--- src/rtl/fsb_pkg.sv ---
package fsb_pkg;
  localparam int unsigned DATA_W     = 32;
  localparam int unsigned CTRL_OFF   = 'h000;
  localparam int unsigned SET_OFF    = 'h004;
  localparam int unsigned CLR_OFF    = 'h008;
  localparam int unsigned WIN_BASE   = 'h400;
  localparam int unsigned STRIDE_LOG = 4;
  localparam logic [DATA_W-1:0] POISON = 32'hBADA_BADA;

  localparam int unsigned BUSY_BIT   = 0;
  localparam int unsigned ERR_BIT    = 1;
  localparam int unsigned RELOAD_BIT = 2;

  typedef enum logic [2:0] {
    ACC_NONE,
    ACC_CTRL_RD,
    ACC_SET,
    ACC_CLR,
    ACC_WIN_RD,
    ACC_WIN_WR,
    ACC_OTHER
  } acc_e;
endpackage

--- src/rtl/fsb_decode.sv ---
module fsb_decode
  import fsb_pkg::*;
#(
  parameter int unsigned NUM_WORDS = 64,
  parameter int unsigned ADDR_W    = 13,
  parameter int unsigned IDX_W     = $clog2(NUM_WORDS)
) (
  input  logic              req_i,
  input  logic              we_i,
  input  logic [ADDR_W-1:0] addr_i,
  output acc_e              kind_o,
  output logic [IDX_W-1:0]  idx_o
);
  localparam int unsigned SLOT_W = ADDR_W - STRIDE_LOG;

  logic [ADDR_W-1:0] off;
  logic [SLOT_W-1:0] slot;
  logic              win_hit;
  logic              is_ctrl;

  always_comb begin
    off     = addr_i - ADDR_W'(WIN_BASE);
    slot    = off[ADDR_W-1:STRIDE_LOG];
    idx_o   = slot[IDX_W-1:0];
    win_hit = (addr_i >= ADDR_W'(WIN_BASE))
            && (off[STRIDE_LOG-1:0] == '0)
            && ({1'b0, slot} < (SLOT_W+1)'(NUM_WORDS));
    is_ctrl = (addr_i == ADDR_W'(CTRL_OFF)) || (addr_i == ADDR_W'(SET_OFF))
            || (addr_i == ADDR_W'(CLR_OFF));
    kind_o  = ACC_NONE;
    if (req_i) begin
      if (win_hit)                                    kind_o = we_i ? ACC_WIN_WR : ACC_WIN_RD;
      else if (!we_i && is_ctrl)                      kind_o = ACC_CTRL_RD;
      else if (we_i && addr_i == ADDR_W'(SET_OFF))    kind_o = ACC_SET;
      else if (we_i && addr_i == ADDR_W'(CLR_OFF))    kind_o = ACC_CLR;
      else                                            kind_o = ACC_OTHER;
    end
  end
endmodule

--- src/rtl/fsb_reload_seq.sv ---
module fsb_reload_seq #(
  parameter int unsigned NUM_WORDS = 64,
  parameter int unsigned FUSE_LAT  = 3,
  parameter int unsigned IDX_W     = $clog2(NUM_WORDS)
) (
  input  logic             clk_i,
  input  logic             rst_ni,
  input  logic             start_i,
  output logic             busy_o,
  output logic [IDX_W-1:0] idx_o,
  output logic             cap_o
);
  localparam int unsigned CNT_W = $clog2(FUSE_LAT + 1);
  localparam logic [IDX_W-1:0] LAST = IDX_W'(NUM_WORDS - 1);
  localparam logic [CNT_W-1:0] WAIT = CNT_W'(FUSE_LAT);

  logic             busy_q;
  logic [IDX_W-1:0] idx_q;
  logic [CNT_W-1:0] cnt_q;

  always_ff @(posedge clk_i or negedge rst_ni) begin
    if (!rst_ni) begin
      busy_q <= 1'b0;
      idx_q  <= '0;
      cnt_q  <= '0;
    end else if (!busy_q) begin
      if (start_i) begin
        busy_q <= 1'b1;
        idx_q  <= '0;
        cnt_q  <= '0;
      end
    end else if (cnt_q == WAIT) begin
      cnt_q <= '0;
      if (idx_q == LAST) busy_q <= 1'b0;
      else               idx_q  <= idx_q + 1'b1;
    end else begin
      cnt_q <= cnt_q + 1'b1;
    end
  end

  assign busy_o = busy_q;
  assign idx_o  = idx_q;
  assign cap_o  = busy_q && (cnt_q == WAIT);
endmodule

--- src/rtl/fsb_shadow_store.sv ---
module fsb_shadow_store
  import fsb_pkg::*;
#(
  parameter int unsigned NUM_WORDS = 64,
  parameter int unsigned IDX_W     = $clog2(NUM_WORDS)
) (
  input  logic              clk_i,
  input  logic              rst_ni,
  input  logic              wr_i,
  input  logic [IDX_W-1:0]  wr_idx_i,
  input  logic [DATA_W-1:0] wr_data_i,
  input  logic [IDX_W-1:0]  rd_idx_i,
  output logic [DATA_W-1:0] rd_data_o
);
  logic [DATA_W-1:0]    mem_q [NUM_WORDS];
  logic [NUM_WORDS-1:0] we_vec;

  for (genvar g = 0; g < NUM_WORDS; g++) begin : g_we
    assign we_vec[g] = wr_i && (wr_idx_i == IDX_W'(g));
  end

  always_ff @(posedge clk_i or negedge rst_ni) begin
    if (!rst_ni) begin
      for (int i = 0; i < NUM_WORDS; i++) mem_q[i] <= '0;
    end else begin
      for (int i = 0; i < NUM_WORDS; i++) begin
        if (we_vec[i]) mem_q[i] <= wr_data_i;
      end
    end
  end

  assign rd_data_o = mem_q[rd_idx_i];
endmodule

--- src/rtl/fuse_shadow_bank.sv ---
module fuse_shadow_bank
  import fsb_pkg::*;
#(
  parameter int unsigned NUM_WORDS = 64,
  parameter int unsigned FUSE_LAT  = 3,
  parameter int unsigned ADDR_W    = 13,
  parameter int unsigned IDX_W     = $clog2(NUM_WORDS)
) (
  input  logic                 clk_i,
  input  logic                 rst_ni,
  input  logic                 bus_req_i,
  input  logic                 bus_we_i,
  input  logic [ADDR_W-1:0]    bus_addr_i,
  input  logic [DATA_W-1:0]    bus_wdata_i,
  output logic [DATA_W-1:0]    bus_rdata_o,
  output logic                 bus_rvalid_o,
  input  logic [NUM_WORDS-1:0] rd_lock_i,
  input  logic [NUM_WORDS-1:0] wr_lock_i,
  output logic                 fuse_rd_o,
  output logic [IDX_W-1:0]     fuse_addr_o,
  input  logic [DATA_W-1:0]    fuse_data_i
);
  acc_e              kind;
  logic [IDX_W-1:0]  win_idx;
  logic              busy, cap;
  logic [IDX_W-1:0]  seq_idx;
  logic [DATA_W-1:0] shadow_rd;
  logic              err_q, rvalid_q;
  logic [DATA_W-1:0] rdata_q;
  logic              set_err, clr_err, start, bus_wr_ok;
  logic              st_wr;
  logic [IDX_W-1:0]  st_idx;
  logic [DATA_W-1:0] st_data, rdata_d, status;

  fsb_decode #(.NUM_WORDS(NUM_WORDS), .ADDR_W(ADDR_W), .IDX_W(IDX_W)) u_dec (
    .req_i  (bus_req_i),
    .we_i   (bus_we_i),
    .addr_i (bus_addr_i),
    .kind_o (kind),
    .idx_o  (win_idx)
  );

  fsb_reload_seq #(.NUM_WORDS(NUM_WORDS), .FUSE_LAT(FUSE_LAT), .IDX_W(IDX_W)) u_seq (
    .clk_i   (clk_i),
    .rst_ni  (rst_ni),
    .start_i (start),
    .busy_o  (busy),
    .idx_o   (seq_idx),
    .cap_o   (cap)
  );

  fsb_shadow_store #(.NUM_WORDS(NUM_WORDS), .IDX_W(IDX_W)) u_store (
    .clk_i     (clk_i),
    .rst_ni    (rst_ni),
    .wr_i      (st_wr),
    .wr_idx_i  (st_idx),
    .wr_data_i (st_data),
    .rd_idx_i  (win_idx),
    .rd_data_o (shadow_rd)
  );

  always_comb begin
    status             = '0;
    status[BUSY_BIT]   = busy;
    status[ERR_BIT]    = err_q;
    status[RELOAD_BIT] = busy;

    bus_wr_ok = (kind == ACC_WIN_WR) && !err_q && !busy && !wr_lock_i[win_idx];
    set_err   = !err_q && (((kind == ACC_WIN_RD) && rd_lock_i[win_idx])
                        || ((kind == ACC_WIN_WR) && (busy || wr_lock_i[win_idx])));
    clr_err   = (kind == ACC_CLR) && bus_wdata_i[ERR_BIT];
    start     = (kind == ACC_SET) && bus_wdata_i[RELOAD_BIT] && !err_q && !busy;

    // reload capture and bus write never coincide: bus writes are refused while busy
    st_wr   = cap || bus_wr_ok;
    st_idx  = cap ? seq_idx : win_idx;
    st_data = cap ? fuse_data_i : bus_wdata_i;

    unique case (kind)
      ACC_CTRL_RD: rdata_d = status;
      ACC_WIN_RD:  rdata_d = err_q ? '0 : (rd_lock_i[win_idx] ? POISON : shadow_rd);
      default:     rdata_d = '0;
    endcase
  end

  always_ff @(posedge clk_i or negedge rst_ni) begin
    if (!rst_ni) begin
      err_q    <= 1'b0;
      rvalid_q <= 1'b0;
      rdata_q  <= '0;
    end else begin
      rvalid_q <= bus_req_i && !bus_we_i;
      if (bus_req_i && !bus_we_i) rdata_q <= rdata_d;
      if (set_err)      err_q <= 1'b1;
      else if (clr_err) err_q <= 1'b0;
    end
  end

  assign bus_rdata_o  = rdata_q;
  assign bus_rvalid_o = rvalid_q;
  assign fuse_rd_o    = busy;
  assign fuse_addr_o  = seq_idx;
endmodule

--- config.mk ---
export PLATFORM = sky130hd
export DESIGN_NAME = fuse_shadow_bank
export DESIGN_NICKNAME = d
export VERILOG_FILES = /design/src/rtl/fsb_pkg.sv /design/src/rtl/fsb_decode.sv /design/src/rtl/fsb_reload_seq.sv /design/src/rtl/fsb_shadow_store.sv /design/src/rtl/fuse_shadow_bank.sv
export SDC_FILE = /design/constraint.sdc
export NUM_CORES = 2
export LEC_CHECK = 0
export ABC_AREA = 1
export BUFFER_PORTS_ARGS = -buffer_cell sky130_fd_sc_hd__buf_4
export CAP_MARGIN = 20
export CORE_AREA = 2 2 590 592
export CTS_CLUSTER_DIAMETER = 200
export CTS_CLUSTER_SIZE = 28
export DETAILED_ROUTE_END_ITERATION = 16
export DIE_AREA = 0 0 592 594
export PLACE_DENSITY = 0.44
export SYNTH_ARGS = -nofsm -noshare
export SYNTH_HDL_FRONTEND = slang
export SYNTH_SLANG_ARGS = --single-unit
export TNS_END_PERCENT = 100
--- constraint.sdc ---
create_clock -name clk_i -period 2.6 [get_ports clk_i]
set_clock_uncertainty 0.1 [all_clocks]
set_input_delay 0 -clock clk_i [delete_from_list [all_inputs] [get_ports clk_i]]
set_output_delay 0 -clock clk_i [all_outputs]
set_load 0.01 [all_outputs]
# Word-level counts from Yosys, hierarchy flattened
# Index checks and enable logic that the tools add are counted.
# totals
ff_bits	2091
inputBits	209
output_inout_bits	40
elab_cells	279
# classes
addsub	3
order_cmp	4
n_eq_ne	74
mux	31
n_bitwise	1
reduce_logical	96
# op_table
cell	n
$eq 6x6->1 const B	33
$bmux 32 s6	1
$mux 32	5
$eq 6x5->1 const B	16
$logic_and 1x1->1	81
$pmux 32 s2	1
$eq 6x4->1 const B	8
$mux 6	5
$eq 6x3->1 const B	4
$mux 3	5
$eq 13x3->1 const B	1
$eq 13x4->1 const B	1
$ge 13x11->1 const B	1
$logic_not 13->1	1
$sub 13x11->13 const B	1
$bmux 1 s6	2
$eq 6x2->1 const B	2
$lt 9x7->1 const B	1
$mux 1	9
$ge 7x7->1 const B	1
$lt 6x7->1 const B	1
$not 6->7	1
$add 6x1->6 const B	1
$eq 3x2->1 const B	2
other kinds (13)	25

# Logic depth before layout (Yosys ltp)
# logic_depth
ltp_word	13
depth_mapped	20
depth_no_buf	15

# Hierarchy
# A second synthesis with hierarchy kept.
# unflattened
hier_cells	12148
hier_area_um2	95749.3
# by_module_without_submodules
mod	n_inst	cells_per_inst	area_per_inst_um2	seq_area_each_um2
fsb_shadow_store	1	11460	91740.5	51249.2
fuse_shadow_bank	1	582	3249.4	850.8
fsb_reload_seq	1	61	513.0	225.2
fsb_decode	1	45	246.5	0.0

# Least setup slack after synthesis
# Ideal clock, no wire load.
# synth_path
path_type	reg-to-reg
startpoint	register u_seq.cnt_q[0]
endpoint	register u_store.mem_q[1793] (netlist name)
setup_time_ps	117
arrival_time_ps	2088
required_ps	2383
path_slack_ps	295
path_stages_with_launch	14
n_path_buf	2
synth_period_minus_slack_ps	2305
path_cell_list	dfrtp_1 ha_1 nand2_4 buf_4 nand2_1 o21ai_2 inv_2 nor2_1 nand2_1 nor2_1 nand2_1 clkbuf_1 nand2_1 nand2_1
# synth_via
elab_chain_len	5
word_cells_on_any_way	7
cone_classes	2 x eq/ne; 2 x mux; 3 x reduce/logical
# synth_lines
item	line_no	source
from (decl)	fsb_reload_seq.sv:19	logic [CNT_W-1:0] cnt_q;
from (signal assigned)	fsb_reload_seq.sv:37	cnt_q <= cnt_q + 1'b1;
$eq 2x2->1 *	fsb_reload_seq.sv:43	assign cap_o = busy_q && (cnt_q == WAIT);
$logic_and 1x1->1 *	fsb_reload_seq.sv:43	
$mux 6	fuse_shadow_bank.sv:76	st_idx = cap ? seq_idx : win_idx;
$eq 6x3->1	fsb_shadow_store.sv:19	assign we_vec[g] = wr_i && (wr_idx_i == IDX_W'(g));
$logic_and 1x1->1	fsb_shadow_store.sv:19	
to (signal, indexed assignment)	fsb_shadow_store.sv:27	if (we_vec[i]) mem_q[i] <= wr_data_i;
to (decl)	fsb_shadow_store.sv:15	logic [DATA_W-1:0] mem_q [NUM_WORDS];
# Mark *: on every way between the ends. The rest lies on a longest branch, timed or not.
# A chain may end at the register's enable or synchronous reset.

# Final worst setup path
# layout_path
startpoint	register u_seq.cnt_q[0]
endpoint	register u_store.mem_q[1126] (netlist name)
# layout_via
elab_chain_len	5
word_cells_on_any_way	7
cone_classes	2 x eq/ne; 2 x mux; 3 x reduce/logical
# layout_lines
item	line_no
$eq 2x2->1 *	fsb_reload_seq.sv:43
$logic_and 1x1->1 *	fsb_reload_seq.sv:43
$mux 6	fuse_shadow_bank.sv:76
$eq 6x5->1	fsb_shadow_store.sv:19
$logic_and 1x1->1	fsb_shadow_store.sv:19
# Marked as above.

==> impl.org <==
** Drt
- Remaining design rule violation count :: 0
- Post-route antenna net violation count :: 0
- Via count :: 100119
- After detailed routing, the average wire length per cell comes to 25.58 um.
- Aggregate routed wire length :: 484200 um
- In this run, the number of DRC markers left after iteration 0 of detailed routing was 10791.
- Dividing the detail-routed via count by the number of cells gives 5.288.
- Number of detailed-routing iterations run before antenna repair :: 6

** Power and ir drop
- Combinational Power Share :: 13.6%
- Sw power :: 17.47 mW
- Portion of total power attributed to sequential cells :: 56.0%
- Internal Pwr Total :: 41.56 mW
- Fraction of power spent switching nets :: 29.60%
- Power spread over the standard cell area amounts to 473.4 mW/mm2.
- Power share of the clock group :: 30.5%
- Pleak :: 62.66 nW
- VDD sags by at most 0.5300 mV.

** Cells and area
- Leaving out fill and tap cells, the most frequent cell in the layout is nand2_1.
- Layout-stage area growth over the synthesis result :: 20.77%
- Layout cells sized above 1 :: 12.41%
- In the layout the commonest cells are nand2_1, nand3_1, dfrtp_1, buf_4, nor2_1.
- Filler cell count in the final layout :: 36736
- Net total in the final layout :: 14559
- Area used by sequential logic in the layout :: 0.05233 mm2
- Area of the multi-input gates :: 0.04686 mm2

** STA
- Final period util :: 101.3%
- Worst setup slack after layout :: -33.45 ps
- Max-slew headroom at the worst pin :: 48.36%
- The tightest hold path in the finished design has a slack of 96.82 ps.
- For the final routed database, the setup TNS stands at -331.7 ps.
- RSZ-0062 raised after global routing :: yes
- Timing would allow up to 379.7 MHz.
- Slew Limit Fails :: 0
- The worst path in the final design needs a cycle of 2633 ps, including I/O delays and setup.
- For the pin with the worst max-slew slack, the measured transition is 774.7 ps.
- The number of endpoints with negative hold slack in the final report came to 0.
- Setup Viol. Count Final :: 24

** Global route
- Met1 Usage GRT :: 38.23%
- The first global-routing pass estimated 695900 um of wire.
- Global routing used 41.35% of the available met2 tracks.
- Via count of the first global-routing pass :: 95886
- Entering global routing, the biggest net connects 96 pins.
- Global routing finished with a remaining overflow of 0.
- Global routing used 26.39% of the available tracks across all layers.
- Number of antenna violations at the first check in global routing :: 9
- For this run, global-route usage on met3 was measured as 2.428%.
- The global routing stage identified its most utilized layer as met2.

** Floorplan
- Die area :: 0.3516 mm2
- Top-Level Pins :: 249
- Placeable Area :: 0.3451 mm2
- For this configuration, the core starts out at a cell density of 29.92%.
- Die boundary width :: 592 um
- Die boundary height :: 594 um
- After floorplanning, the core was divided into 216 placement rows.

** Critical path
- Startpoint type of the worst setup path :: flop
- Reg-to-reg setup timing slack :: -30 ps
- Top fanout value on the critical path :: 9
- Launching point of the worst reg2reg path :: u_seq.cnt_q[0]
- Signal arrival time at the worst endpoint :: 3280 ps
- The worst register-to-register path ends at u_store.mem_q[1126].
- Required @ worst endpoint :: 3250 ps
- Endpoint class of the critical path :: flop
- Cell depth of the worst flop-to-flop path :: 13
- Startpoint-to-endpoint class of the critical path :: reg -> reg

** Clocking
- Clock-pin slew on the worst setup and hold paths :: 110 ps
- Depth of the CTS H-tree :: 3
- Cell chosen for the clock root :: clkbuf_16
- Clock net sink count :: 2091
- In this run the deepest clock path goes through 4 buffers.
- CTS buffer count :: 89
- TritonCTS built the clock tree.
- For the worst-skew pair, the clock arrives at the later sink with an insertion delay of 940 ps.

** Status
- The final reports fail on negative setup slack.
- The run finished, with violations left.

** Logic synthesis
- In the synthesized netlist, the number of instances is 14025.
- Cell area after technology mapping :: 0.1033 mm2
- Count of unique library cells instantiated by Yosys :: 28
- Of the synthesized area, sequential elements account for 50.67%.
- Mapped Avg Cell Area :: 7.363 um2
- During synthesis, Yosys emitted a total of 0 warnings.
- Number of register bits inferred by synthesis :: 2091
- Post-Synthesis Net Count :: 14238

** Worst hold path
- The min-delay analysis places its worst path in the category in -> reg.
- End point of the most critical hold path :: err_q
- The worst hold path passes through 9 cells.
- The worst hold path begins at bus_addr_i[8].

** Place
- The count of buffers added on input and output ports is 248.
- The congestion estimate from routability-driven global placement came to 0.8528.
- Dpl hpwl :: 313100 um

** Run
- # Max-Cap Violations :: 0
## cells in the mapped netlist, drive strengths merged
| cell type | number | area share, % |
|---|---|---|
| xor2 | 2 | 0.017 |
| clkbuf | 770 | 2.8 |
| ha | 4 | 0.048 |
| nor2 | 662 | 2.4 |
| nand3 | 2464 | 12 |
| nand2 | 5972 | 22 |
| o21ai | 583 | 2.8 |
| dfrtp | 2091 | 51 |
| clkinv | 4 | 0.015 |
| nor3b | 1 | 0.0073 |
| o22ai | 282 | 1.7 |
| nand3b | 1 | 0.0073 |
| a21oi | 410 | 2.0 |
| buf | 506 | 2.4 |
| nand4 | 13 | 0.079 |
| xnor2 | 1 | 0.0085 |
| a21boi | 3 | 0.022 |
| o211ai | 3 | 0.022 |
| a211oi | 48 | 0.35 |
| nor3 | 165 | 0.80 |
| inv | 40 | 0.15 |
## worst max path at each step
stage              startpoint                   to
2_1_floorplan  u_seq.cnt_q[0]  u_store.mem_q[1793]
3_3_place_gp    bus_addr_i[4]       bus_rdata_o[3]
3_5_place_dp    bus_addr_i[4]       bus_rdata_o[3]
4_1_cts        u_seq.cnt_q[1]  u_store.mem_q[1126]
5_1_grt        u_seq.cnt_q[1]  u_store.mem_q[1006]
6_report       u_seq.cnt_q[0]  u_store.mem_q[1126]
## metal layers
| metal | up-vias | part of all wire [%] |
|---|---|---|
| li1 | 46080 | - |
| met3 | 437 | 5.5 |
| met4 | 2 | 3.6 |
| met5 | - | 0.0025 |
| met2 | 3137 | 45 |
| met1 | 50463 | 46 |
## worst max-delay path: stages, from the launching register on
cell	delay (ps)
dfrtp_1	410
ha_4	190
nand2_8	90
clkbuf_16	180
o21ai_4	240
inv_2	100
nor2_4	190
nand2_4	110
buf_6	150
nor2_4	250
nand2_4	180
buf_12	190
nand2_1	60
nand2_1	50
## cells by family (layout without fill, tap and decap cells)
kind of cell               Yosys count  count (layout)  synth area share (%)
and+or+nand+nor                   9278            9278                 36.97
adders and majority gates            4               4               0.04847
buffers and inverters             1320            1644                 5.357
DFF                               2091            2091                 50.67
xor gates and xnor gates             3               3               0.02545
AOI/OAI and AO/OA                 1329            1329                 6.928
other                                0               5                     0
## sequential cells by signal, summed over array words and instances, names as in the netlist
register,count
u_seq.cnt_q,2
bus_rdata_o,32
err_q,1
u_seq.busy_o,1
bus_rvalid_o,1
u_store.mem_q,2048
u_seq.idx_o,6
## cell type report
cell class,count,area share (%)
flip-flops and latches,2091,41.96
multi-input cells,10614,37.58
repair buffers,1506,13.85
well taps,4578,4.593
clock buffers,89,1.786
inverters,44,0.1595
clock inverters,5,0.06722
diodes,5,0.01003
## repair_timing
| action | 4_1_cts | 5_1_grt |
|---|---|---|
| pin swaps | 7 | 43 |
| endpoints found under the setup margin | 1208 | 1685 |
| hold buffers | 94 | 0 |
| cloned | 0 | 48 |
| resized for setup | 28 | 297 |
| setup buffers | 6 | 28 |
| hold endpoints to repair | 4182 | 0 |
## power groups by stage
stage | clock (mW) | combinational [mW] | sequential (mW)
after CTS | 18.4 | 7.92 | 33.0
final | 18.0 | 8.02 | 33.0
after global routing | 19.3 | 8.46 | 33.1
after floorplan | 0 | 2.82 | 33.6
after global placement | 0 | 7.77 | 33.7
after detailed placement | 0 | 7.76 | 33.7
## metrics by stage
stage	power [mW]	cell area (um2)	setup WS, ps	util [%]	cells
floorplan	36.44	103300	294.9	-	14025
finish	59.04	124700	-33.45	36.14	18932
detailed placement	41.41	118800	-580.7	34.42	18660
global placement	41.42	118800	-561.7	34.42	18660
CTS	59.33	122300	-31.75	35.43	18854
global route	60.85	124700	-101.5	36.13	18928
(Power assumes the default switching activity.)
